`src/rtl/spi_dly_pkg.sv`:
```
package spi_dly_pkg;
  localparam int AW = 2;
  localparam logic [AW-1:0] ADDR_RX  = 2'd0;
  localparam logic [AW-1:0] ADDR_TX  = 2'd1;
  localparam logic [AW-1:0] ADDR_CTL = 2'd2;

  typedef enum logic [1:0] {ST_IDLE, ST_DELAY, ST_SHIFT} shf_state_e;

  typedef struct packed {
    logic       lsb;
    logic [1:0] dly;
    logic       en;
    logic       mst;
  } ctl_t;
endpackage

```
`src/rtl/spi_dly_regs.sv`:
```
module spi_dly_regs
  import spi_dly_pkg::*;
#(
  parameter int DW = 8
) (
  input  logic          clk,
  input  logic          rst_n,
  input  logic          wr,
  input  logic          rd,
  input  logic [AW-1:0] addr,
  input  logic [DW-1:0] wdata,
  output logic [DW-1:0] rdata,
  input  logic          start,
  input  logic          rx_load,
  input  logic [DW-1:0] rx_data,
  input  logic          busy,
  output ctl_t          ctl,
  output logic [DW-1:0] txbuf,
  output logic          pend,
  output logic          full,
  output logic          ovr
);
  logic [DW-1:0] rxbuf;
  logic [7:0]    status;

  always_ff @(posedge clk or negedge rst_n) begin
    if (!rst_n) begin
      txbuf <= '0;
      pend  <= 1'b0;
      ctl   <= '0;
      rxbuf <= '0;
      full  <= 1'b0;
      ovr   <= 1'b0;
    end else begin
      // a new write keeps the arm request alive even if a start is taken now
      if (wr && addr == ADDR_TX) begin
        txbuf <= wdata;
        pend  <= 1'b1;
      end else if (start) begin
        pend <= 1'b0;
      end
      if (wr && addr == ADDR_CTL) begin
        ctl.lsb <= wdata[7];
        ctl.dly <= wdata[6:5];
        ctl.en  <= wdata[4];
        ctl.mst <= wdata[3];
      end
      // a completing byte wins over a clearing read
      if (rx_load) begin
        rxbuf <= rx_data;
        full  <= 1'b1;
        ovr   <= ovr | full;
      end else if (rd && addr == ADDR_RX) begin
        full <= 1'b0;
        ovr  <= 1'b0;
      end
    end
  end

  assign status = {ctl.lsb, ctl.dly, ctl.en, ctl.mst, ovr, busy, full};

  always_comb begin
    rdata = '0;
    unique case (addr)
      ADDR_RX:  rdata = rxbuf;
      ADDR_TX:  rdata = txbuf;
      ADDR_CTL: rdata[7:0] = status;
      default:  rdata = '0;
    endcase
  end
endmodule

```
`src/rtl/spi_dly_clkgen.sv`:
```
module spi_dly_clkgen #(
  parameter int DIV  = 4,
  parameter int SYNC = 2
) (
  input  logic clk,
  input  logic rst_n,
  input  logic mst,
  input  logic run,
  input  logic sclk_in,
  output logic sclk_o,
  output logic rise,
  output logic fall
);
  localparam int CW   = (DIV > 2) ? $clog2(DIV) : 1;
  localparam int HALF = DIV / 2;

  logic [CW-1:0] dc;
  logic [SYNC:0] sy;
  logic          m_rise, m_fall, s_rise, s_fall;

  // master divider: low half then high half, parked at zero when not shifting
  always_ff @(posedge clk or negedge rst_n) begin
    if (!rst_n)                  dc <= '0;
    else if (!run || !mst)       dc <= '0;
    else if (dc == CW'(DIV - 1)) dc <= '0;
    else                         dc <= dc + 1'b1;
  end

  // slave clock synchronizer plus one history stage for edge detection
  always_ff @(posedge clk or negedge rst_n) begin
    if (!rst_n) sy <= '0;
    else        sy <= {sy[SYNC-1:0], sclk_in};
  end

  assign m_rise = run && (dc == CW'(HALF - 1));
  assign m_fall = run && (dc == CW'(DIV - 1));
  assign s_rise = sy[SYNC-1] & ~sy[SYNC];
  assign s_fall = ~sy[SYNC-1] & sy[SYNC];

  assign rise   = mst ? m_rise : s_rise;
  assign fall   = mst ? m_fall : s_fall;
  assign sclk_o = mst && (dc >= CW'(HALF));
endmodule

```
`src/rtl/spi_dly_shifter.sv`:
```
module spi_dly_shifter
  import spi_dly_pkg::*;
#(
  parameter int DW       = 8,
  parameter int DLY_UNIT = 8
) (
  input  logic          clk,
  input  logic          rst_n,
  input  ctl_t          ctl,
  input  logic          pend,
  input  logic [DW-1:0] txbuf,
  input  logic          rise,
  input  logic          fall,
  input  logic          sdi,
  output logic          start,
  output logic          run,
  output logic          busy,
  output logic          sdo,
  output logic          rx_load,
  output logic [DW-1:0] rx_data
);
  localparam int BW  = $clog2(DW + 1);
  localparam int DCW = $clog2(DLY_UNIT * 4);

  shf_state_e     state;
  logic [DW-1:0]  sh;
  logic [BW-1:0]  bcnt;
  logic [DCW-1:0] dcnt;
  logic           lsb_q;
  logic           sdo_q;
  logic [DW-1:0]  shifted;
  logic           next_bit;
  logic [DCW-1:0] dly_load;

  assign start    = (state == ST_IDLE) && ctl.en && pend;
  assign run      = (state == ST_SHIFT);
  assign busy     = (state != ST_IDLE);
  assign shifted  = lsb_q ? {sdi, sh[DW-1:1]} : {sh[DW-2:0], sdi};
  assign next_bit = lsb_q ? sh[0] : sh[DW-1];
  assign dly_load = DCW'((int'(ctl.dly) + 1) * DLY_UNIT - 1);
  assign rx_load  = run && rise && (bcnt == BW'(DW - 1));
  assign rx_data  = shifted;
  assign sdo      = sdo_q;

  always_ff @(posedge clk or negedge rst_n) begin
    if (!rst_n) begin
      state <= ST_IDLE;
      sh    <= '0;
      bcnt  <= '0;
      dcnt  <= '0;
      lsb_q <= 1'b0;
      sdo_q <= 1'b0;
    end else begin
      unique case (state)
        ST_IDLE: begin
          if (start) begin
            sh    <= txbuf;
            lsb_q <= ctl.lsb;
            bcnt  <= '0;
            if (ctl.mst) begin
              state <= ST_DELAY;
              dcnt  <= dly_load;
              sdo_q <= 1'b0;
            end else begin
              state <= ST_SHIFT;
              sdo_q <= ctl.lsb ? txbuf[0] : txbuf[DW-1];
            end
          end
        end
        ST_DELAY: begin
          if (dcnt == '0) begin
            state <= ST_SHIFT;
            sdo_q <= next_bit;
          end else begin
            dcnt <= dcnt - 1'b1;
          end
        end
        ST_SHIFT: begin
          if (rise && bcnt != BW'(DW)) begin
            sh   <= shifted;
            bcnt <= bcnt + 1'b1;
          end
          if (fall) begin
            if (bcnt == BW'(DW)) begin
              state <= ST_IDLE;
              sdo_q <= 1'b0;
            end else begin
              sdo_q <= next_bit;
            end
          end
        end
        default: state <= ST_IDLE;
      endcase
    end
  end
endmodule

```
`src/rtl/spi_dly_ctrl.sv`:
```
module spi_dly_ctrl
  import spi_dly_pkg::*;
#(
  parameter int DW       = 8,
  parameter int DIV      = 4,
  parameter int SYNC     = 2,
  parameter int DLY_UNIT = 8
) (
  input  logic          clk,
  input  logic          rst_n,
  input  logic          reg_wr,
  input  logic          reg_rd,
  input  logic [AW-1:0] reg_addr,
  input  logic [DW-1:0] reg_wdata,
  output logic [DW-1:0] reg_rdata,
  input  logic          sclk_i,
  input  logic          sdi,
  output logic          sclk_o,
  output logic          sdo
);
  ctl_t          ctl;
  logic [DW-1:0] txbuf, rx_data;
  logic          pend, full, ovr, start, run, busy, rx_load, rise, fall;

  spi_dly_regs #(.DW(DW)) u_regs (
    .clk(clk), .rst_n(rst_n), .wr(reg_wr), .rd(reg_rd), .addr(reg_addr),
    .wdata(reg_wdata), .rdata(reg_rdata), .start(start), .rx_load(rx_load),
    .rx_data(rx_data), .busy(busy), .ctl(ctl), .txbuf(txbuf), .pend(pend),
    .full(full), .ovr(ovr)
  );

  spi_dly_clkgen #(.DIV(DIV), .SYNC(SYNC)) u_clk (
    .clk(clk), .rst_n(rst_n), .mst(ctl.mst), .run(run), .sclk_in(sclk_i),
    .sclk_o(sclk_o), .rise(rise), .fall(fall)
  );

  spi_dly_shifter #(.DW(DW), .DLY_UNIT(DLY_UNIT)) u_shf (
    .clk(clk), .rst_n(rst_n), .ctl(ctl), .pend(pend), .txbuf(txbuf),
    .rise(rise), .fall(fall), .sdi(sdi), .start(start), .run(run),
    .busy(busy), .sdo(sdo), .rx_load(rx_load), .rx_data(rx_data)
  );
endmodule

```
`config.mk`:
```
export PLATFORM = sky130hd
export DESIGN_NAME = spi_dly_ctrl
export DESIGN_NICKNAME = d
export VERILOG_FILES = /design/src/rtl/spi_dly_pkg.sv /design/src/rtl/spi_dly_regs.sv /design/src/rtl/spi_dly_clkgen.sv /design/src/rtl/spi_dly_shifter.sv /design/src/rtl/spi_dly_ctrl.sv
export SDC_FILE = /design/constraint.sdc
export NUM_CORES = 1
export LEC_CHECK = 0
export BUFFER_PORTS_ARGS = -buffer_cell sky130_fd_sc_hd__buf_2
export CORE_UTILIZATION = 45
export CTS_BUF_LIST = sky130_fd_sc_hd__clkbuf_4 sky130_fd_sc_hd__clkbuf_8
export CTS_CLUSTER_DIAMETER = 120
export CTS_CLUSTER_SIZE = 28
export DETAILED_ROUTE_END_ITERATION = 10
export PLACE_DENSITY = 0.71
export SLEW_MARGIN = 10
export SYNTH_ARGS = -nofsm -noshare
export SYNTH_HDL_FRONTEND = slang
export SYNTH_SLANG_ARGS = --single-unit
```
`constraint.sdc`:
```
create_clock -name clk -period 2.3 [get_ports clk]
set_input_delay 0.23 -clock clk [delete_from_list [all_inputs] [get_ports clk]]
set_output_delay 0.23 -clock clk [all_outputs]
set_load 0.005 [all_outputs]
```
==> flow_results.org, run 1 <==
** Status
- The run finished with clean final reports.

** Global routing
- The number of antenna violations at the first check in global routing came to 0.
- Entering global routing, the biggest net connects 23 pins.
- GR Overflow Total :: 0
- Global-route wire length before repair :: 9630 um
- Global Route Usage Sum :: 0.199
- Vias in the first global route :: 1,962

** Synth
- Cells after synthesis :: 257
- Average footprint of a synthesized cell :: 10.6 um^2
- Dominant combinational cell family by area after synthesis :: multiplexers
- EDFF count, synth :: 0
- Synth Flop Type :: dfrtp_1
- Share of the synthesized area in compound gates (AO/OA/AOI/OAI) :: 0.137
- Counting flops with an async set or reset pin after synthesis yields a share of 1.00.
- Adder-Cell Fraction of Synth Area :: 0.0551
- The number of nets in the synthesized netlist is 285.
- Basic-gate share of the synthesized area counting and, or, nand and nor cells :: 0.124
- Yosys synthesis warning count :: 0
- Register bit total from synthesis :: 50
- Of the total synthesized cell area, the portion taken by XOR and XNOR cells is 0.
- The netlist uses 46 different library cells.
- The share of the Yosys chip area taken by registers is 0.459.
- Share of cell area taken by muxes after synthesis :: 0.176
- The mapped netlist covers 0.00273 mm^2.

** Placement
- RD Place Congestion :: 0.779
- OpenSTA, run right after detailed placement, puts the worst setup slack at 0.157 ns.
- In this run the cell area measured after placement is 0.00292 mm^2.
- HPWL reported at the end of detailed placement :: 4120 um
- Input and output buffers added on the ports amount to 25.

** Critical path
- Launching element type of the critical path :: flip-flop
- At the worst endpoint, the required time is 2.49 ns.
- Data arrives at the worst endpoint at 2.29 ns.
- Critical path peak fanout :: 12
- The worst setup path is of the flip-flop to flip-flop kind.
- Crit path capture type :: flip-flop

** Cells and area
- The filler cells instantiated in the layout total 522.
- Leading cell type in the layout, fill and taps excluded :: dfrtp_1
- Of the cells placed in the final design, the portion with a size suffix greater than 1 is 0.192.
- Once layout is done, the placed cells without fillers occupy 0.00303 mm^2.
- Post-synthesis to final-layout area growth :: 11.2%
- Final-stage net count :: 313
- Commonest cells after routing, fill and taps aside :: 50 x dfrtp_1, 25 x nand2_1, 25 x buf_2
- 0 antenna diodes ended up in the layout.

** Die
- In this run the vertical extent of the chip is 79.8 um.
- Total number of placement rows :: 27
- Horiz. Die Dim :: 79.8 um
- Die ar. :: 0.00637 mm^2
- Initial core utilization :: 0.480
- Number of top-level design ports :: 26
- Floorplan core area :: 0.00568 mm^2

** CTS
- TritonCTS clock tree :: built
- Clock-pin slew was measured on the worst setup and hold paths at 0.09 ns.
- # H-tree levels :: 2
- No sink is reached through more buffers than the 2 on the longest clock path.
- Clock sink count :: 50
- The cell sitting at the root of the clock tree is a clkbuf_8.
- The later pin in the worst-skew pair is clocked with a latency of 0.31 ns.
- Counting the buffers created by CTS gives 5.

** Timing
- At the pin with the least slew margin, the transition time is 0.512 ns.
- Summed over all failing endpoints, the final setup total negative slack is 0 ns.
- After layout, the worst setup slack is 0.205 ns.
- The worst pin sits at a relative slew slack of 0.659.
- Final Skew :: 0.00990 ns
- Based on the critical path, the design can be clocked at up to 0.477 GHz.
- Of the available clock period, the critical path in the final layout requires 0.911.
- Final count of hold timing violations :: 0
- RSZ-0062 raised after global routing :: no
- Number of max-slew violations in the final report :: 0
- Total setup violations reported at the end of the flow :: 0
- Counting I/O delays and the setup requirement, the final critical path takes 2.09 ns.

** Drt
- The detailed router finished its first iteration with 92 violations.
- After detailed routing, the average wire length per cell comes to 15.4 um.
- Across all layers, the routed design uses 1,888 vias.
- First-pass iteration count of the detailed router :: 4
- DRT antenna net count :: 0
- Vias per std cell :: 5.27
- After detailed routing, the number of remaining DRC violations is 0.
- Total detailed-routing wirelength :: 5510 um

** Power and ir drop
- Net switching power of the design :: 1.20 mW
- Part of the total power dissipated in the clock network :: 0.174
- Net switching fraction of the power :: 0.383
- Power share of the sequential group :: 0.420
- Pwr dens :: 1030 mW/mm^2
- Leakage power summed over all cells :: 1.40 nW
- Internal power comes to 1.93 mW.
- Power share of the combinational group :: 0.406
- IR Drop Worst-Case VDD :: 0.728 mV

** Job
- Max Cap Viol :: 0

** Worst hold path
- The min-delay analysis places its worst path in the category input port to flip-flop.
[critical path, cell delays in order, from the launching register on]
cell and delay [ns]:
dfrtp_1 0.41, inv_1 0.15, ha_1 0.31, nand3_4 0.12
a221oi_2 0.35, o21a_4 0.30, mux2_1 0.35
[layer usage]
layer,global-route usage,vias to the layer above,part of all wire
li1,-,958,-
met5,0,-,0
met2,0.314,19,0.45
met4,0.0643,0,0.017
met1,0.273,903,0.51
met3,0.0411,8,0.021
[final cells by class]
| class | count | area (um^2) | area share |
|---|---|---|---|
| multi-input combinational | 182 | 1350 | 0.444 |
| tap | 72 | 90.1 | 0.0297 |
| sequential | 50 | 1250 | 0.413 |
| timing repair buffer | 32 | 180 | 0.0595 |
| inverter | 14 | 66.3 | 0.0219 |
| clock buffer | 7 | 90.1 | 0.0297 |
| clock inverter | 1 | 5.00 | 0.00165 |
[power by group through the flow]
stage,sequential [mW],clock [mW],combinational [mW]
2_1_floorplan,1.23,0,1.05
3_3_place_gp,1.31,0,1.23
3_5_place_dp,1.33,0,1.26
4_1_cts,1.31,0.566,1.26
5_1_grt,1.34,0.602,1.42
6_report,1.31,0.543,1.27
[path summary, 6_finish.rpt]
path	start	end	slack (ns)	cells past startpoint
worst max-delay path	u_shf.state[0]	u_shf.sh[5]	0.21	6
min in group asynchronous	rst_n	u_regs.ctl[2]	0.33	2
max in group asynchronous	rst_n	u_shf.bcnt[2]	1.37	3
worst min register to register	u_clk.sy[0]	u_clk.sy[1]	0.35	0
worst max register to register	u_shf.state[0]	u_shf.sh[5]	0.21	6
worst min-delay path	sclk_i	u_clk.sy[0]	0.03	1
[flip-flops by register name (all words and copies together) (netlist names), 2 cells and up]
signal	count
u_clk.dc	2
u_shf.dcnt	5
u_shf.bcnt	4
u_shf.state	2
u_clk.sy	3
u_regs.ctl	5
u_regs.txbuf	8
u_shf.sh	8
u_regs.rxbuf	8
[cell usage after synthesis, drive strengths merged (5+ instances only)]
| cell | count | area share |
|---|---|---|
| mux2i | 21 | 0.077 |
| nand2 | 27 | 0.039 |
| nand3 | 5 | 0.014 |
| dfrtp | 50 | 0.46 |
| o21ai | 12 | 0.023 |
| inv | 13 | 0.018 |
| ha | 12 | 0.055 |
| buf | 8 | 0.021 |
| nor2 | 24 | 0.033 |
| a21oi | 20 | 0.037 |
| mux2 | 24 | 0.099 |
[timing repair]
action,4_1_cts,5_1_grt
hold buffers,1,0
endpoints found under the hold margin,12,0
resized for setup,0,1
endpoints found under the setup margin,0,8
setup buffers,0,0
[cells by family (layout without fill, tap and decap cells)]
logic type | after synthesis | in the layout
fa+ha+maj | 12 | 12
flops | 50 | 50
mux | 45 | 45
simple gates | 71 | 71
compound gates | 54 | 54
buf+inv | 25 | 54
[stage by stage]
| stage | power [mW] | utilization | hold WS [ns] | cells |
|---|---|---|---|---|
| final | 3.12 | 0.534 | 0.0322 | 358 |
| after CTS | 3.14 | 0.533 | 0.0211 | 358 |
| after detailed placement | 2.58 | 0.514 | 0.124 | 349 |
| after global placement | 2.54 | 0.514 | 0.132 | 349 |
| after global routing | 3.36 | 0.534 | 0.0172 | 358 |
| after floorplan | 2.28 | - | -0.0656 | 257 |
No activity file was read; power rests on OpenSTA's default activity.
==> run 2: changes to the inputs <==
--- a/config.mk
+++ b/config.mk
@@ -5,6 +5,7 @@
 export SDC_FILE = /design/constraint.sdc
 export NUM_CORES = 1
 export LEC_CHECK = 0
+export ABC_AREA = 1
 export BUFFER_PORTS_ARGS = -buffer_cell sky130_fd_sc_hd__buf_2
 export CORE_UTILIZATION = 45
 export CTS_BUF_LIST = sky130_fd_sc_hd__clkbuf_4 sky130_fd_sc_hd__clkbuf_8
==> run 2 against run 1 <==
Compared with the run above: utilization fell by 1.0 points; combinational power increased by 11%; setup slack better by 0.33 ns; critical path depth grew 3; worst hold slack got worse by 0.014 ns; register-to-register slack better by 0.33 ns; routed wire length grew 15%; area after synthesis is 5.8% higher; clock power increased by 16%; clock skew shrank 0.0044 ns; global-route usage rose by 1.6 points; via count is 31% higher.
==> flow_results.org, run 2 <==
** Status
- Outcome :: finished clean

** Cells and area
- Largest registers :: u_regs.rxbuf x8, u_regs.txbuf x8, u_shf.sh x8
- The total of fill cells in the finished design came to 619 (+19%).
- Commonest cells after routing, fill and taps aside :: 154 x nand2_1, 50 x dfrtp_1, 42 x inv_1
- From synthesis to final layout, the design area changed by 10.0%.
- The area taken by flip-flops and latches was 0.00125 mm^2 (unchanged).
- The area occupied by multi-input gates is 0.00139 mm^2 (+3.3%).
- The net total in the final layout came to 438 (+40%).
- Leading cell type in the layout, fill and taps excluded :: nand2_1
- Antenna Diode Count :: 0 (unchanged)
- Fraction of layout cells with a size suffix above 1 :: 0.153 (-0.0390)
- The finished layout cell area was 0.00317 mm^2 (+4.7%).

** Synth
- EDFF count, synth :: 0 (unchanged)
- Sequential cell area fraction in the yosys report :: 0.434 (-0.0253)
- The unique cell type count in the Yosys netlist came to 31 (-33%).
- Cell area after technology mapping :: 0.00288 mm^2 (+5.8%)
- The average size of a mapped cell came to 7.51 um^2 (-29%).
- Cells after synthesis :: 384 (+49%)
- Most used standard cell by instance count after synthesis :: nand2_1
- The number of nets in the synthesized netlist came to 412 (+45%).
- Register bit total from synthesis :: 50 (unchanged)
- Yosys attributes the largest share of cell area to dfrtp_1 43%, nand2_1 20%, inv_1 5.5%.
- The count of synthesis-stage warnings from yosys is 0 (unchanged).
- The most used flip-flop cell after synthesis is dfrtp_1.
- Cell taking the most area after synthesis :: dfrtp_1
- By count the netlist is led by 154 x nand2_1, 50 x dfrtp_1, 42 x inv_1.
- The proportion of synthesized flip-flops having asynchronous set or reset came to 1.00 (unchanged).
- Top cell type's share of synthesized area :: 0.434 (-0.0253)

** Critical path
- Critical path peak fanout :: 13 (+1)
- The minimum setup slack among reg-to-reg paths was 0.53 ns (+0.33 ns).
- Reg-to-reg endpoint :: u_shf.state[1]
- Worst reg-to-reg path cell count :: 9 (+3)
- End point of the critical path :: u_shf.state[1]
- Worst path slowest cell :: dfrtp_1
- STA classifies the critical path startpoint as a flip-flop.
- In this design, the critical path's most frequently occurring cell is nand2_1.
- Traced cell by cell, the critical path runs through inv_1 > ha_1 > buf_4 > inv_2 > nor2_1 > nand2_1 > nand3_1 > o21ai_0 > nand2_1.
- WP data required :: 2.50 ns (about the same)
- Worst reg2reg startpoint :: u_shf.state[0]
- Logic depth of the worst setup path including buffers :: 9 (+3)
- Critical Path Max Stage Delay :: 0.41 ns (about the same)
- Worst path arrival time :: 1.96 ns (-0.33 ns)
- Buf+Inv Stages, Crit Path :: 3 (+2)
- Crit path launch :: u_shf.state[0]
- Grouping stages by cell kind, the critical path spends the most delay in buffers and inverters.
- The critical path is of the flip-flop to flip-flop type.
- Crit path capture type :: flip-flop

** Timing
- Number of max-slew violations in the final report :: 0 (unchanged)
- Hold slack :: 0.0180 ns (-0.0141 ns)
- The total negative setup slack came to 0 ns (unchanged).
- Highest clock frequency the design can meet :: 0.566 GHz (+19%)
- RSZ-0062 raised after global routing :: no
- The final-report hold violation count is 0 (unchanged).
- Slew HR :: 0.578 (-0.0807)
- Worst Tran Pin Value :: 0.633 ns (+0.121 ns)
- Tcrit/Tclk final :: 0.768 (-0.143)
- The post-route clock skew was 0.00551 ns (-0.00440 ns).
- The final critical delay including setup and external delays is 1.77 ns (-0.328 ns).
- Total setup violations reported at the end of the flow :: 0 (unchanged)

** CTS
- The post-CTS setup-driven buffer insertion count is 0 (unchanged).
- The number of instances resized during post-cts repair came to 0 (unchanged).
- The clock tree buffer depth came to 2 (unchanged).
- The clock transition time at the flip-flop clock pins of the worst setup and hold paths was 0.09 ns (about the same).
- Number of hold buffers added after cts :: 0 (-1)
- The maximum level of the CTS H-tree was 2 (unchanged).
- In this run the clock root is driven by a clkbuf_8.
- TritonCTS clock tree :: built
- The total CTS buffers is 5 (unchanged).
- The latest clock arrival within the worst-skew pair was 0.31 ns (about the same).
- Clock sink count :: 50 (unchanged)

** Power and ir drop
- Power share of the sequential group :: 0.385 (-0.035)
- The leakage power was 1.65 nW (+18%).
- Net switching fraction of the power :: 0.436 (+0.0533)
- The part of the power in combinational logic came to 0.425 (+0.019).
- Total Power :: 3.32 mW (+6.4%)
- Part of the total power dissipated in the clock network :: 0.190 (+0.016)
- Internal portion of total power :: 1.87 mW (-2.8%)
- The power density over the cells was 1050 mW/mm^2 (+1.5%).
- Net switching power of the design :: 1.45 mW (+21%)
- IR Drop Worst-Case VDD :: 0.608 mV (-16%)

** Placement
- The post-placement cell area was 0.00306 mm^2 (+5.0%).
- Port bufs :: 25 (unchanged)
- The routability-driven placement congestion ratio is 0.835 (+7.2%).
- The detailed placement HPWL is 4680 um (+14%).

** Global routing
- Vias in the first global route :: 2,335 (+19%)
- Number of antenna violations at the first check in global routing :: 0 (unchanged)
- The remaining global-route overflow came to 0 (unchanged).
- The maximum number of pins on one net before global-route repair is 51 (+120%).
- The wire length of the first global-routing pass is 10,900 um (+13%).
- The total routing usage reported by global routing came to 0.216 (+0.0164).

** Die
- Horiz. Die Dim :: 82.1 um (+2.8%)
- Total number of placement rows :: 28 (+3.7%)
- Number of top-level design ports :: 26 (unchanged)
- The effective utilization at floorplan is 0.476 (-0.00431).
- Floorplan core area :: 0.00606 mm^2 (+6.8%)
- Vertical die dimension :: 82.1 um (+2.8%)
- Die ar. :: 0.00673 mm^2 (+5.7%)

** Worst hold path
- Min-Delay Path Class :: input port to async pin

** Drt
- The average vias per placed instance is 5.07 (-3.8%).
- The wire length reported by the detailed router is 6340 um (+15%).
- Routed length per placed instance :: 13.0 um (-15%)
- The total number of vias was 2,465 (+31%).
- The DRC violations left came to 0 (unchanged).
- Violation count after the first detailed-routing iteration :: 172 (+87%)
- The remaining antenna violation count after routing came to 0 (unchanged).
- The first-pass iteration count of the detailed router was 4 (unchanged).

** Job
- The number of maximum-capacitance violations is 0 (unchanged).
[run 2: layout make-up]
| class | count | area share |
|---|---|---|
| Clock buffer | 5 | 0.0217 |
| Clock inverter | 3 | 0.0126 |
| Inverter | 48 | 0.0568 |
| Multi-Input combinational cell | 277 | 0.438 |
| Sequential cell | 50 | 0.394 |
| Tap cell | 75 | 0.0296 |
| Timing Repair Buffer | 28 | 0.0465 |
[run 2: metrics by stage]
stage | setup WS, ns | cells | utilization
3_3_place_gp | 0.637 | 478 | 0.506
2_1_floorplan | 0.804 | 384 | -
5_1_grt | 0.368 | 486 | 0.524
3_5_place_dp | 0.563 | 478 | 0.506
6_report | 0.533 | 486 | 0.524
4_1_cts | 0.550 | 486 | 0.524
[run 2: cell families (layout without fill, tap and decap cells)]
group	after synthesis	count (layout)	synth area share
simple gates	218	218	0.322
flops	50	50	0.434
buf+inv	57	84	0.0837
mux	2	2	0.00781
fa+ha+maj	12	12	0.0521
compound gates	45	45	0.101
[run 2: power groups by stage]
stage / registers, mW / clock network (mW) / logic (mW)
floorplan: 1.22 / 0 / 1.13
global placement: 1.29 / 0 / 1.37
detailed placement: 1.29 / 0 / 1.41
CTS: 1.28 / 0.643 / 1.42
global route: 1.31 / 0.681 / 1.62
finish: 1.28 / 0.630 / 1.41
[run 2: layer usage]
metal  global-route usage  up-vias  part of all wire  wire [um]
met5                    0        -                 0          0
met4               0.0684        0             0.016        104
met3               0.0356        7             0.041        261
met2                0.336       52              0.46       2900
met1                0.305     1148              0.48       3070
li1                     -     1258                 -          -
[run 2: worst min path at each step]
stage                startpoint     endpoint  slack [ns]  depth (start not counted)
floorplan                 rst_n  u_clk.dc[0]       -0.07                          0
global placement    u_clk.sy[0]  u_clk.sy[1]        0.34                          0
detailed placement       sclk_i  u_clk.sy[0]        0.34                          1
CTS                      sclk_i  u_clk.sy[0]        0.01                          1
global route             sclk_i  u_clk.sy[0]       0.009                          1
finish                    rst_n  u_shf.sh[4]        0.02                          2
==> run 3: changes to the inputs <==
--- a/config.mk
+++ b/config.mk
@@ -12,7 +12,7 @@
 export CTS_CLUSTER_DIAMETER = 120
 export CTS_CLUSTER_SIZE = 28
 export DETAILED_ROUTE_END_ITERATION = 10
-export PLACE_DENSITY = 0.71
+export PLACE_DENSITY = 0.74
 export SLEW_MARGIN = 10
 export SYNTH_ARGS = -nofsm -noshare
 export SYNTH_HDL_FRONTEND = slang
==> constraint.sdc (replaced) <==
create_clock -name clk -period 1.4 [get_ports clk]
set_input_delay 0.14 -clock clk [delete_from_list [all_inputs] [get_ports clk]]
set_output_delay 0.14 -clock clk [all_outputs]
set_load 0.005 [all_outputs]
==> run 3 against run 2 <==
Compared with the run above: the run now ends with setup timing left; critical endpoint is now u_shf.sh[5]; critical path depth down 2; count of clock-buffer cells in the layout rose by 1; largest power group unchanged; via count increased by 8.0%; final cell count is 7.0% higher; worst hold slack improved by 0.038 ns.
==> flow_results.org, run 3 (synthesis results as in run 2) <==
** Status
- Outcome :: finished, violations left
- The final reports fail on setup timing.

** Placement
- The count of input and output buffers came to 25 (unchanged).
- RD Place Congestion :: 0.880 (+5.4%)
- The worst setup slack before clock tree synthesis was -0.118 ns (-0.682 ns).
- The detailed placement HPWL came to 4890 um (+4.5%).

** Timing
- The final-report hold violation count came to 0 (unchanged).
- RSZ-0062 raised after global routing :: yes
- The setup slack of the critical path after layout is -0.106 ns (-0.639 ns).
- Hold slack :: 0.0560 ns (+0.0380 ns)
- The worst-margin pin slew was 0.492 ns (-0.141 ns).
- Final Skew :: 0.00479 ns (-0.000719 ns)
- Shortest period the worst path allows :: 1.51 ns (-0.261 ns)
- Number of max-slew violations in the final report :: 0 (unchanged)
- The worst-case headroom to the max-slew limit is 0.672 (+0.0942).
- The achievable frequency was 0.664 GHz (+17%).
- Fin Setup TNS :: -2.00 ns (-2.00 ns)
- The count of final setup violators came to 29 (+29).
- Tcrit/Tclk final :: 1.08 (+0.308)

** CTS
- Buffer type at the clock tree root :: clkbuf_8
- Clock sink count :: 50 (unchanged)
- The latest clock arrival within the worst-skew pair is 0.31 ns (about the same).
- Clock tree buffer depth :: 2 (unchanged)
- TritonCTS clock tree :: built
- Clock-pin slew of the registers on the worst-case setup and hold paths :: 0.10 ns (about the same)
- The total CTS buffers is 5 (unchanged).
- The maximum level of the CTS H-tree is 2 (unchanged).

** Cells and area
- The area taken by flip-flops and latches came to 0.00125 mm^2 (about the same).
- Share of the core filled with cells :: 0.603 (+0.0791)
- Antenna Diode Count :: 0 (unchanged)
- The layout cell share with drive strength beyond 1 is 0.285 (+0.132).
- From synthesis to final layout, the design area changed by 26.6%.
- Leading cell type in the layout, fill and taps excluded :: nand2_1
- The net total in the final layout is 472 (+7.8%).
- Commonest cells after routing, fill and taps aside :: 153 x nand2_1, 49 x dfrtp_1, 39 x inv_1
- The total of fill cells in the finished design came to 517 (-16%).
- Largest registers :: u_regs.rxbuf x8, u_regs.txbuf x8, u_shf.sh x8
- The area occupied by multi-input gates was 0.00161 mm^2 (+15%).

** Power and ir drop
- Pwr dens :: 1740 mW/mm^2 (+66%)
- IR Drop Worst-Case VDD :: 1.11 mV (+82%)
- Leakage power summed over all cells :: 1.83 nW (+11%)
- Total Power :: 6.36 mW (+91%)

** Die
- The core region area is 0.00606 mm^2 (unchanged).
- Die ar. :: 0.00673 mm^2 (unchanged)
- The number of placement rows was 28 (unchanged).
- Initial core utilization :: 0.476 (unchanged)
- The count of pins on the block boundary came to 26 (unchanged).
- The chip height was 82.1 um (unchanged).
- The horizontal die dimension is 82.1 um (unchanged).

** Critical path
- WP data required :: 1.65 ns (-0.85 ns)
- The critical path in this run is classified as flip-flop to flip-flop.
- Worst path arrival time :: 1.76 ns (-0.20 ns)
- Series of cell instances along the critical path :: inv_4 > ha_4 > buf_4 > a22oi_4 > buf_6 > nand3_2 > nand2_1
- Buf+Inv Stages, Crit Path :: 3 (unchanged)
- Grouping stages by cell kind, the critical path spends the most delay in buffers and inverters.
- Launching element type of the critical path :: flip-flop
- Worst path slowest cell :: dfrtp_1
- The biggest fanout along the worst timing path is 6 (-7).
- The largest stage delay on the critical path is 0.40 ns (about the same).
- Crit path capture type :: flip-flop

** Drt
- The DRC violations left is 0 (unchanged).
- Via total after detailed routing :: 2,663 (+8.0%)
- First-pass iteration count of the detailed router :: 4 (unchanged)
- The initial detailed-routing violation count came to 168 (-2.3%).
- Total detailed-routing wirelength :: 7270 um (+15%)
- Routed length per placed instance :: 14.0 um (+7.3%)
- The average vias per placed instance is 5.12 (+0.97%).
- DRT antenna net count :: 0 (unchanged)

** Job
- Max Cap Viol :: 0 (unchanged)

** Global routing
- Pin count of the biggest net entering global routing :: 33 (-35%)
- The via count of the first global-routing pass is 2,576 (+10%).
- Global-route wire length before repair :: 12,100 um (+11%)
- The number of antenna violations at the first check in global routing was 0 (unchanged).
- GR Overflow Total :: 0 (unchanged)
- Global Route Usage Sum :: 0.240 (+0.0243)

** Worst hold path
- In this run the worst hold path is classified as input port to flip-flop.
-- run 3: cell count changes in the layout (fill, tap and decap cells not counted), sizes merged --
| cell | before | now |
|---|---|---|
| nand2 | 159 | 160 |
| bufinv | 1 | 0 |
| clkbuf | 5 | 6 |
| nand3 | 31 | 33 |
| dlygate4sd3 | 0 | 2 |
| buf | 28 | 57 |
-- run 3: per-stage QoR --
stage / std cells / area (um^2)
floorplan: 384 / 2910
global placement: 498 / 3250
detailed placement: 498 / 3250
CTS: 518 / 3550
global route: 520 / 3650
finish: 520 / 3650
-- run 3: area by class of cell --
class                   count  area share
clock buffers               6      0.0226
inverters                  48      0.0500
clock inverters             2     0.00480
repair buffers             59       0.114
multi-input cells         280       0.440
flip-flops and latches     50       0.343
well taps                  75      0.0257
-- run 3: final timing paths --
check / from / to / slack, ns / depth (start not counted)
setup reg to reg: u_shf.state[0] / u_shf.sh[5] / -0.11 / 7
hold / removal: reg_wdata[2] / u_regs.txbuf[2] / 0.06 / 2
setup / recovery: u_shf.state[0] / u_shf.sh[5] / -0.11 / 7
hold reg to reg: u_clk.sy[0] / u_clk.sy[1] / 0.36 / 0
max in group asynchronous: rst_n / u_regs.ctl[0] / 0.55 / 3
min in group asynchronous: rst_n / u_shf.sh[3] / 0.32 / 2
-- run 3: report_power, final --
part / switching [mW] / internal [mW]
Sequential: 0.278 / 1.77
Combinational: 2.05 / 1.32
Clock: 0.528 / 0.408
-- run 3: metal layers --
| layer | vias to the layer above | routed length [um] | GRT usage |
|---|---|---|---|
| li1 | 1330 | - | - |
| met1 | 1254 | 3310 | 0.325 |
| met2 | 67 | 3510 | 0.383 |
| met3 | 12 | 305 | 0.0389 |
| met4 | 0 | 146 | 0.0895 |
| met5 | - | 0 | 0 |
-- run 3: timing repair --
item                                   in CTS  in global routing
setup buffers                               7                  2
gates cloned                                4                  0
hold buffers                                2                  0
setup endpoints to repair                  33                 33
endpoints found under the hold margin      19                  0
resized for setup                          25                 22
pin swaps                                   9                 19
